**src/rtl/dit_pkg.sv**
```systemverilog
package dit_pkg;

  // Bus and counter geometry
  localparam int DW     = 32;
  localparam int AW     = 8;
  localparam int NT     = 2;            // number of interval timers
  localparam int ST_W   = 5;            // architected status width
  localparam int PEND_W = NT + 1;       // timers plus timestamp wrap

  // Reload register flag positions
  localparam int RL_EN  = 0;
  localparam int RL_ONE = 1;

  // Status bit of the timestamp wrap flag (timers occupy bits 0..NT-1)
  localparam int ST_TSW = NT;

  // Register offsets (bytes)
  localparam int OFF_TS   = 'h00;
  localparam int OFF_STAT = 'h20;

  function automatic int cnt_off(int idx);
    return 4 + 8 * idx;
  endfunction

  function automatic int rl_off(int idx);
    return 8 + 8 * idx;
  endfunction

  // Counting value used by a timer: flag bits read as zero
  function automatic logic [DW-1:0] eff_reload(logic [DW-1:0] raw);
    return {raw[DW-1:2], 2'b00};
  endfunction

  // A tick at this count ends the interval
  function automatic logic at_expiry(logic [DW-1:0] cnt);
    return (cnt[DW-1:1] == '0);
  endfunction

  function automatic logic [DW-1:0] step_down(logic [DW-1:0] cnt);
    return cnt - DW'(1);
  endfunction

  function automatic logic ts_wraps(logic [DW-1:0] ts);
    return (ts == '1);
  endfunction

endpackage

```
**src/rtl/dit_regdec.sv**
```systemverilog
module dit_regdec
  import dit_pkg::*;
#(
  parameter int A_W = AW,
  parameter int D_W = DW,
  parameter int N_T = NT
) (
  input  logic                     bus_sel,
  input  logic                     bus_wr,
  input  logic [A_W-1:0]           bus_addr,
  input  logic [D_W-1:0]           ts_q,
  input  logic [N_T-1:0][D_W-1:0]  cnt_q,
  input  logic [N_T-1:0][D_W-1:0]  rl_q,
  input  logic [D_W-1:0]           stat_word,
  output logic                     wr_ts,
  output logic [N_T-1:0]           wr_rl,
  output logic                     wr_st,
  output logic [D_W-1:0]           rdata
);

  logic wr_any;
  assign wr_any = bus_sel & bus_wr;

  assign wr_ts = wr_any & (bus_addr == A_W'(OFF_TS));
  assign wr_st = wr_any & (bus_addr == A_W'(OFF_STAT));

  for (genvar g = 0; g < N_T; g++) begin : g_rl_dec
    assign wr_rl[g] = wr_any & (bus_addr == A_W'(rl_off(g)));
  end

  always_comb begin
    rdata = '0;
    if (bus_addr == A_W'(OFF_TS))   rdata = ts_q;
    if (bus_addr == A_W'(OFF_STAT)) rdata = stat_word;
    for (int i = 0; i < N_T; i++) begin
      if (bus_addr == A_W'(cnt_off(i))) rdata = cnt_q[i];
      if (bus_addr == A_W'(rl_off(i)))  rdata = rl_q[i];
    end
  end

endmodule

```
**src/rtl/dit_tstamp.sv**
```systemverilog
module dit_tstamp
  import dit_pkg::*;
#(
  parameter int D_W = DW
) (
  input  logic           clk,
  input  logic           rst_n,
  input  logic           tick,
  input  logic           wr_ts,
  input  logic [D_W-1:0] wdata,
  output logic [D_W-1:0] ts_q,
  output logic           ts_wrap
);

  assign ts_wrap = tick & ~wr_ts & ts_wraps(ts_q);

  always_ff @(posedge clk or negedge rst_n) begin
    if (!rst_n)     ts_q <= '0;
    else if (wr_ts) ts_q <= wdata;
    else if (tick)  ts_q <= ts_q + D_W'(1);
  end

endmodule

```
**src/rtl/dit_interval.sv**
```systemverilog
module dit_interval
  import dit_pkg::*;
#(
  parameter int D_W = DW
) (
  input  logic           clk,
  input  logic           rst_n,
  input  logic           tick,
  input  logic           rl_wr,
  input  logic [D_W-1:0] wdata,
  output logic [D_W-1:0] rl_q,
  output logic [D_W-1:0] cnt_q,
  output logic           expire
);

  logic enabled;
  logic one_shot;
  logic [D_W-1:0] rl_next;
  logic [D_W-1:0] cnt_next;

  assign enabled  = rl_q[RL_EN];
  assign one_shot = rl_q[RL_ONE];
  assign expire   = tick & enabled & at_expiry(cnt_q);

  // Reload register: a bus write wins; a one-shot expiry drops the enable
  always_comb begin
    rl_next = rl_q;
    if (rl_wr) begin
      rl_next = wdata;
    end else if (expire && one_shot) begin
      rl_next[RL_EN] = 1'b0;
    end
  end

  // Count: immediate load only while disabled, otherwise at expiry
  always_comb begin
    cnt_next = cnt_q;
    if (rl_wr && !enabled) begin
      cnt_next = eff_reload(wdata);
    end else if (expire) begin
      cnt_next = one_shot ? '0 : eff_reload(rl_wr ? wdata : rl_q);
    end else if (tick && enabled) begin
      cnt_next = step_down(cnt_q);
    end
  end

  always_ff @(posedge clk or negedge rst_n) begin
    if (!rst_n) begin
      rl_q  <= '0;
      cnt_q <= '0;
    end else begin
      rl_q  <= rl_next;
      cnt_q <= cnt_next;
    end
  end

endmodule

```
**src/rtl/dit_status.sv**
```systemverilog
module dit_status
  import dit_pkg::*;
#(
  parameter int D_W = DW,
  parameter int N_T = NT
) (
  input  logic           clk,
  input  logic           rst_n,
  input  logic [N_T-1:0] expire,
  input  logic           ts_wrap,
  input  logic           wr_st,
  input  logic [N_T:0]   clr_bits,
  output logic [N_T-1:0] irq,
  output logic [D_W-1:0] stat_word
);

  localparam int PW = N_T + 1;

  logic [PW-1:0] pend_q;
  logic [PW-1:0] set_v;
  logic [PW-1:0] clr_v;

  assign set_v = {ts_wrap, expire};
  assign clr_v = wr_st ? clr_bits : '0;

  // Set dominates a same-cycle clear so no event is lost
  always_ff @(posedge clk or negedge rst_n) begin
    if (!rst_n) pend_q <= '0;
    else        pend_q <= (pend_q & ~clr_v) | set_v;
  end

  assign irq       = pend_q[N_T-1:0];
  assign stat_word = {{(D_W-PW){1'b0}}, pend_q};

endmodule

```
**src/rtl/dual_interval_timer.sv**
```systemverilog
module dual_interval_timer
  import dit_pkg::*;
#(
  parameter int ADDR_W = AW,
  parameter int DATA_W = DW,
  parameter int N_TMR  = NT
) (
  input  logic              clk,
  input  logic              rst_n,
  input  logic              tick,
  input  logic              bus_sel,
  input  logic              bus_wr,
  input  logic [ADDR_W-1:0] bus_addr,
  input  logic [DATA_W-1:0] bus_wdata,
  output logic [DATA_W-1:0] bus_rdata,
  output logic [N_TMR-1:0]  tmr_irq
);

  // Named internal events, visible to the bound checker
  logic                       wr_ts;
  logic [N_TMR-1:0]           wr_rl;
  logic                       wr_st;
  logic [DATA_W-1:0]          ts_q;
  logic                       ts_wrap;
  logic [N_TMR-1:0][DATA_W-1:0] cnt_q;
  logic [N_TMR-1:0][DATA_W-1:0] rl_q;
  logic [N_TMR-1:0]           expire;
  logic [DATA_W-1:0]          stat_word;

  dit_regdec #(.A_W(ADDR_W), .D_W(DATA_W), .N_T(N_TMR)) u_regdec (
    .bus_sel   (bus_sel),
    .bus_wr    (bus_wr),
    .bus_addr  (bus_addr),
    .ts_q      (ts_q),
    .cnt_q     (cnt_q),
    .rl_q      (rl_q),
    .stat_word (stat_word),
    .wr_ts     (wr_ts),
    .wr_rl     (wr_rl),
    .wr_st     (wr_st),
    .rdata     (bus_rdata)
  );

  dit_tstamp #(.D_W(DATA_W)) u_tstamp (
    .clk     (clk),
    .rst_n   (rst_n),
    .tick    (tick),
    .wr_ts   (wr_ts),
    .wdata   (bus_wdata),
    .ts_q    (ts_q),
    .ts_wrap (ts_wrap)
  );

  for (genvar g = 0; g < N_TMR; g++) begin : g_tmr
    dit_interval #(.D_W(DATA_W)) u_interval (
      .clk    (clk),
      .rst_n  (rst_n),
      .tick   (tick),
      .rl_wr  (wr_rl[g]),
      .wdata  (bus_wdata),
      .rl_q   (rl_q[g]),
      .cnt_q  (cnt_q[g]),
      .expire (expire[g])
    );
  end

  dit_status #(.D_W(DATA_W), .N_T(N_TMR)) u_status (
    .clk       (clk),
    .rst_n     (rst_n),
    .expire    (expire),
    .ts_wrap   (ts_wrap),
    .wr_st     (wr_st),
    .clr_bits  (bus_wdata[N_TMR:0]),
    .irq       (tmr_irq),
    .stat_word (stat_word)
  );

endmodule

```
**config.mk**
```make
export PLATFORM = sky130hd
export DESIGN_NAME = dual_interval_timer
export DESIGN_NICKNAME = d
export VERILOG_FILES = /design/src/rtl/dit_pkg.sv /design/src/rtl/dit_regdec.sv /design/src/rtl/dit_tstamp.sv /design/src/rtl/dit_interval.sv /design/src/rtl/dit_status.sv /design/src/rtl/dual_interval_timer.sv
export SDC_FILE = /design/constraint.sdc
export NUM_CORES = 1
export LEC_CHECK = 0
export ABC_AREA = 0
export CAP_MARGIN = 20
export CORE_MARGIN = 5
export CORE_UTILIZATION = 30
export DETAILED_ROUTE_END_ITERATION = 10
export SLEW_MARGIN = 5
export SYNTH_ARGS = -nofsm -noshare
export SYNTH_HDL_FRONTEND = slang
export SYNTH_HIERARCHICAL = 1
export SYNTH_SLANG_ARGS = --single-unit
```
**constraint.sdc**
```tcl
create_clock -name clk -period 3.9 [get_ports clk]
set_input_delay 0.585 -clock clk [delete_from_list [all_inputs] [get_ports clk]]
set_output_delay 0.585 -clock clk [all_outputs]
set_load 0.01 [all_outputs]
```
==> results of run 1 <==
-- worst max-delay path: cells and delay by family --
kind,cells,cell delay (ps)
compound gates,2,480
simple gates,2,1010
buf+inv,3,1210
-- registers in the layout, indices dropped and copies added (netlist names) --
signal	count
u_tstamp/ts_q	32
u_status/pend_q	3
g_tmr.u_interval/rl_q	64
g_tmr.u_interval/cnt_q	64
-- cells by family (layout without fill, tap and decap cells) --
group | Yosys count | count (layout)
xor+xnor | 45 | 45
fa+ha+maj | 3 | 3
simple gates | 515 | 515
other cells | 1 | 29
flops | 163 | 163
compound gates | 380 | 380
buf+inv | 151 | 202
mux | 89 | 89
-- layout make-up --
cell class                 count  area (sq um)  area share, %
tap                          518           648           4.72
sequential                   163          4080           29.7
timing repair buffer         150          1420           10.3
inverter                      20          75.1          0.547
multi-input combinational   1061          6910           50.3
clock buffer                  23           478           3.48
clock inverter                 9           128          0.929
-- power by group --
group          internal [mW]  switching [mW]  leakage (nW)  total [mW]
registers               1.85           0.311          2.15        2.16
clock network           1.06           0.738         0.289        1.79
logic                  0.544           0.793          3.30        1.34
total                   3.45            1.84          5.75        5.29
-- placed cells by master (no fill, tap or decap), types with 25 or more instances in the layout --
cell type / instances
a21oi_1: 57
a22oi_1: 35
a31oi_1: 25
buf_4: 64
clkdlybuf4s50_1: 70
conb_1: 29
dfrtp_1: 163
mux2_2: 56
mux2i_1: 33
nand2_1: 134
nand3_1: 42
nand4_1: 29
nor2_1: 107
nor3_1: 30
nor4_1: 26
o21ai_0: 81
o22ai_1: 25
xnor2_1: 28
-- routing by layer --
layer	vias to the layer above	track usage, %	share of wire [%]
li1	5116	-	-
met1	5614	28.7	43
met2	543	34.4	47
met3	74	3.16	7.2
met4	0	6.02	2.3
met5	-	0	0
-- worst paths after layout --
path / from / to / slack, ps / cells past startpoint
worst max-delay path: bus_addr[1] / bus_rdata[0] / 20 / 7
worst min-delay path: rst_n / u_tstamp/ts_q[7] / 190 / 1
worst max register to register: g_tmr[0].u_interval/cnt_q[6] / g_tmr[0].u_interval/cnt_q[21] / 720 / 5
worst min register to register: u_status/pend_q[2] / u_status/pend_q[2] / 510 / 1
max in group asynchronous: rst_n / g_tmr[1].u_interval/rl_q[20] / 2660 / 2
min in group clk: u_status/pend_q[2] / u_status/pend_q[2] / 510 / 1
-- through the flow --
step                      TNS, ps  hold slack (ps)
final                           0              185
after global routing        -44.2              241
after CTS                       0              226
after detailed placement     -342              492
after global placement       -322              493
after floorplan                 0              289
-- what timing repair did --
item / 4_1_cts / 5_1_grt
resized for setup: 5 / 9
buffers inserted: 0 / 0
setup endpoints to repair: 8 / 9
==> flow_summary.toml, run 1 <==
[floorplanning]
start_util_pct = 30.2
row_count = 72
fp.dieW_microns = 207
dieHeight_microns = 207
core_sq_mm = 0.0386
num_io_pins = 79
die_area_sq_mm = 0.0428

[routing]
drtIter0Drc = 1503
drc = 0
wl_per_cell_microns = 23.2
drt_wl_total_microns = 45100
firstDrtPassIters = 5
via_count = 11347
viasPerCell = 5.84
ant_nets = 0

[timing]
tightest_slew_ps = 961
drv_slew = 0
slew_headroom_pct = 35.9
hold_viol = 0
layout_min_cycle_time_ps = 3880
fmax_mhz = 258
setup_slack_ps = 17.1
setup_viol = 0
skew_ps = 11.0
fin_crit_sh_pct = 99.6

[layout]
finalNetCount = 1461
postLayoutCellArea_sq_mm = 0.0137
fin_cells = 1944
drive_gt1_share_pct = 14.4
area_delta_synth_final_pct = 18.0
nFillCells = 4036
fin_util_pct = 35.6
diodes = 0

[synth]
synth_top_cell_by_area = "dfrtp_1"
synth_edf_count = 0
synth_compound_area_share_pct = 22.0
synthAdderAreaFrac_pct = 0.323
syn-cell-area_sq_mm = 0.0116
muxShareOfSynthArea_pct = 8.26
ys_seq_area_share_pct = 35.1
synth_area_leaders = "dfrtp_1, mux2_2, nand2_1"
synth_warnings = 6
synth_top_family_by_area = "simple AND/OR/NAND/NOR gates"
synth_cells = 1347
synth_async_sr_flop_share_pct = 100
avgSynthCellArea_sq_um = 8.64
synth_most_common_cell = "dfrtp_1"
ys_types = 84
synth_top_cell_area_share_pct = 35.1
ys_top_cells_by_count = "dfrtp_1, nand2_1, nor2_1"
synth-main-ff-cell = "dfrtp_1"
synth-simple-area-share_pct = 24.0
yosys.area_share.xor_xnor_pct = 3.39
ys_ff_latch = 163

[clocking]
cts_max_level = 4
cts-root-buf = "clkbuf_16"
cts.sinks = 163
cts_buffers = 17
clk_path_buf_depth = 2
clkLatencyLatePin_ps = 440
cts_tree = "done"
clk_pin_slew_ps = 60
cts.hold.buffers_added = 0

[placement]
io_buffers = 78
placed_cell_area_sq_mm = 0.0131
dp_slack_ps = -144
dp_cells = 1912
dp_hpwl_microns = 33800
gp_congestion = 0.929

[grt]
grt_pass1_vias = 11044
grt_pass1_wl_microns = 69100
grt_start_max_net_pins = 78
track_usage_pct = 20.9
overflow = 0
antenna_found_initial = 0

[pwr]
leakagePower_nw = 5.75
power_mw = 5.29
ir_worst_vdd_mv = 0.272
p_per_area_mw_per_mm2 = 385

[worst_hold_path]
hold_path_class = "input pin to asynchronous set/reset pin"

[critical_path]
slowest_delay_ps = 610
crit_type = "input pin to primary output"
crit_chain = "clkdlybuf4s50_1 -> or4_4 -> or4_4 -> buf_4 -> o22a_1 -> o21ai_1 -> clkdlybuf4s50_1"
crit_slowest_cell = "clkdlybuf4s50_1"
startpoint_type = "input pin"
arrival_ps = 3300
cp_max_fo = 4
required_ps = 3310
critPathCaptureType = "primary output"

[status]
status = "finished clean"

[run]
cap_violations = 0
No activity file was read; power rests on OpenSTA's default activity.
==> run 2: changes to the inputs <==
--- a/config.mk
+++ b/config.mk
@@ -5,7 +5,6 @@
 export SDC_FILE = /design/constraint.sdc
 export NUM_CORES = 1
 export LEC_CHECK = 0
-export ABC_AREA = 0
 export CAP_MARGIN = 20
 export CORE_MARGIN = 5
 export CORE_UTILIZATION = 30
==> results of run 2 <==
No change in the layout: final DEF, timing and power equal those of run 1.
==> run 3: changes to the inputs <==
--- a/config.mk
+++ b/config.mk
@@ -7,8 +7,10 @@
 export LEC_CHECK = 0
 export CAP_MARGIN = 20
 export CORE_MARGIN = 5
-export CORE_UTILIZATION = 30
+export CORE_UTILIZATION = 55
+export CTS_CLUSTER_DIAMETER = 80
 export DETAILED_ROUTE_END_ITERATION = 10
+export PLACE_DENSITY_LB_ADDON = 0.2
 export SLEW_MARGIN = 5
 export SYNTH_ARGS = -nofsm -noshare
 export SYNTH_HDL_FRONTEND = slang
==> run 3 against run 2 <==
Global-route usage is 13 points higher. Count of clock-buffer cells in the layout down 5. First-iteration DRC count up 4.9%. Non-clock buffer count fell by 10. Critical path type unchanged.
==> flow_summary.toml, run 3 (same netlist as run 1, synthesis figures left out) <==
[grt]
antenna_found_initial = 0
overflow = 0
grt_pass1_vias = 10787
track_usage_pct = 33.9
grt_start_max_net_pins = 67
grt_pass1_wl_microns = 63700

[critical_path]
critPathTopFamily = "buffers and inverters"
startpoint_type = "input pin"
worst-path-buf-inv = 4
crit_chain = "clkdlybuf4s50_1 -> or4_4 -> buf_4 -> or4_1 -> buf_6 -> a2bb2oi_1 -> a21oi_1 -> clkdlybuf4s50_1"
cpMostUsedCell = "clkdlybuf4s50_1"
required_ps = 3310
crit_slowest_cell = "or4_4"
critPathCaptureType = "primary output"
crit_type = "input pin to primary output"
arrival_ps = 3270
cp_max_fo = 20
slowest_delay_ps = 560

[pwr]
switching_power_mw = 1.89
power_mw = 5.12
pwr-share-comb_pct = 25.5
ir_worst_vdd_mv = 0.273
leakagePower_nw = 5.82
power_frac_seq_pct = 42.3
p_per_area_mw_per_mm2 = 385
p_int_mw = 3.22
switching_share_pct = 37.0
clkPwrFrac_pct = 32.2

[clocking]
clkLatencyLatePin_ps = 450
clk_path_buf_depth = 2
cts_tree = "done"
cts_setup_buffers = 0
cts-root-buf = "clkbuf_16"
clk_pin_slew_ps = 70
cts.sinks = 163
cts_max_level = 4
cts_buffers = 17

[timing]
rsz0062_at_grt = "false"
layout_min_cycle_time_ps = 3850
hold_viol = 0
setup_viol = 0
fin_crit_sh_pct = 98.8
drv_slew = 0
tightest_slew_ps = 885
fmax_mhz = 260
tns_ps = 0
slew_headroom_pct = 40.5
skew_ps = 15.6

[layout]
layout_commonest_cell = "dfrtp_1"
reg_top3 = "g_tmr.u_interval/cnt_q x64, g_tmr.u_interval/rl_q x64, u_tstamp/ts_q x32"
fin_cells = 1691
drive_gt1_share_pct = 13.6
fin_util_pct = 63.4
finalNetCount = 1451
nFillCells = 1816
area_delta_synth_final_pct = 14.2
mostFrequentLayoutCells = "dfrtp_1, nand2_1, nor2_1"
diodes = 0

[routing]
wl_per_cell_microns = 24.4
ant_nets = 0
drtIter0Drc = 1577
drc = 0
firstDrtPassIters = 8
viasPerCell = 6.79
via_count = 11476
drt_wl_total_microns = 41200

[worst_hold_path]
hold_path_class = "input pin to asynchronous set/reset pin"

[placement]
dp_cells = 1659
dp_hpwl_microns = 30400
gp_congestion = 1.02
io_buffers = 78

[floorplanning]
fp.dieW_microns = 155
start_util_pct = 55.5
row_count = 53
core_sq_mm = 0.0210
num_io_pins = 79
die_area_sq_mm = 0.0242
dieHeight_microns = 155

[run]
cap_violations = 0

[status]
status = "finished clean"
run 3: metal layers:
layer	wire length [microns]	GRT usage, %	share of wire, %	up-vias
li1	-	-	-	5090
met1	17000	48.1	41	5596
met2	18100	50.5	44	675
met3	4520	8.09	11	115
met4	1570	12.4	3.8	0
met5	0	0	0	-
run 3: repair_timing:
item / 4_1_cts / 5_1_grt
endpoints found under the setup margin: 0 / 16
gates resized for setup: 0 / 15
hold buffers: 0 / 0
run 3: worst paths after layout:
| check | slack (ps) | end | startpoint | depth (start not counted) |
|---|---|---|---|---|
| min reg2reg | 530 | g_tmr[1].u_interval/rl_q[4] | g_tmr[1].u_interval/rl_q[4] | 1 |
| max in group asynchronous | 2780 | g_tmr[1].u_interval/cnt_q[29] | rst_n | 2 |
| max | 50 | bus_rdata[19] | bus_addr[1] | 8 |
| max reg2reg | 760 | g_tmr[0].u_interval/cnt_q[11] | g_tmr[0].u_interval/cnt_q[6] | 5 |
| min in group clk | 530 | g_tmr[1].u_interval/rl_q[4] | g_tmr[1].u_interval/rl_q[4] | 1 |
| min | 130 | u_tstamp/ts_q[6] | rst_n | 1 |
run 3: metrics by stage:
step / instance area (sq um) / hold slack [ps] / setup WS, ps
CTS: 13300 / 145 / 4.45
global placement: 12700 / 504 / 26.8
floorplan: 11700 / 289 / 366
finish: 13300 / 130 / 48.7
detailed placement: 12700 / 513 / 0.214
global route: 13300 / 171 / 2.64
run 3: area by class of cell:
| cell class | instances | area (sq um) | area share, % |
|---|---|---|---|
| Inverter | 20 | 75.1 | 0.565 |
| Timing Repair Buffer | 140 | 1350 | 10.2 |
| Tap cell | 275 | 344 | 2.59 |
| Sequential cell | 163 | 4080 | 30.7 |
| Multi-Input combinational cell | 1061 | 6880 | 51.8 |
| Clock inverter | 14 | 116 | 0.876 |
| Clock buffer | 18 | 439 | 3.30 |
run 3: power groups by stage:
stage / Sequential [mW] / Combinational (mW) / Clock [mW]
after floorplan: 2.06 / 0.964 / 0
after global placement: 2.18 / 1.25 / 0
after detailed placement: 2.19 / 1.26 / 0
after CTS: 2.16 / 1.27 / 1.66
after global routing: 2.19 / 1.41 / 1.73
final: 2.16 / 1.30 / 1.65
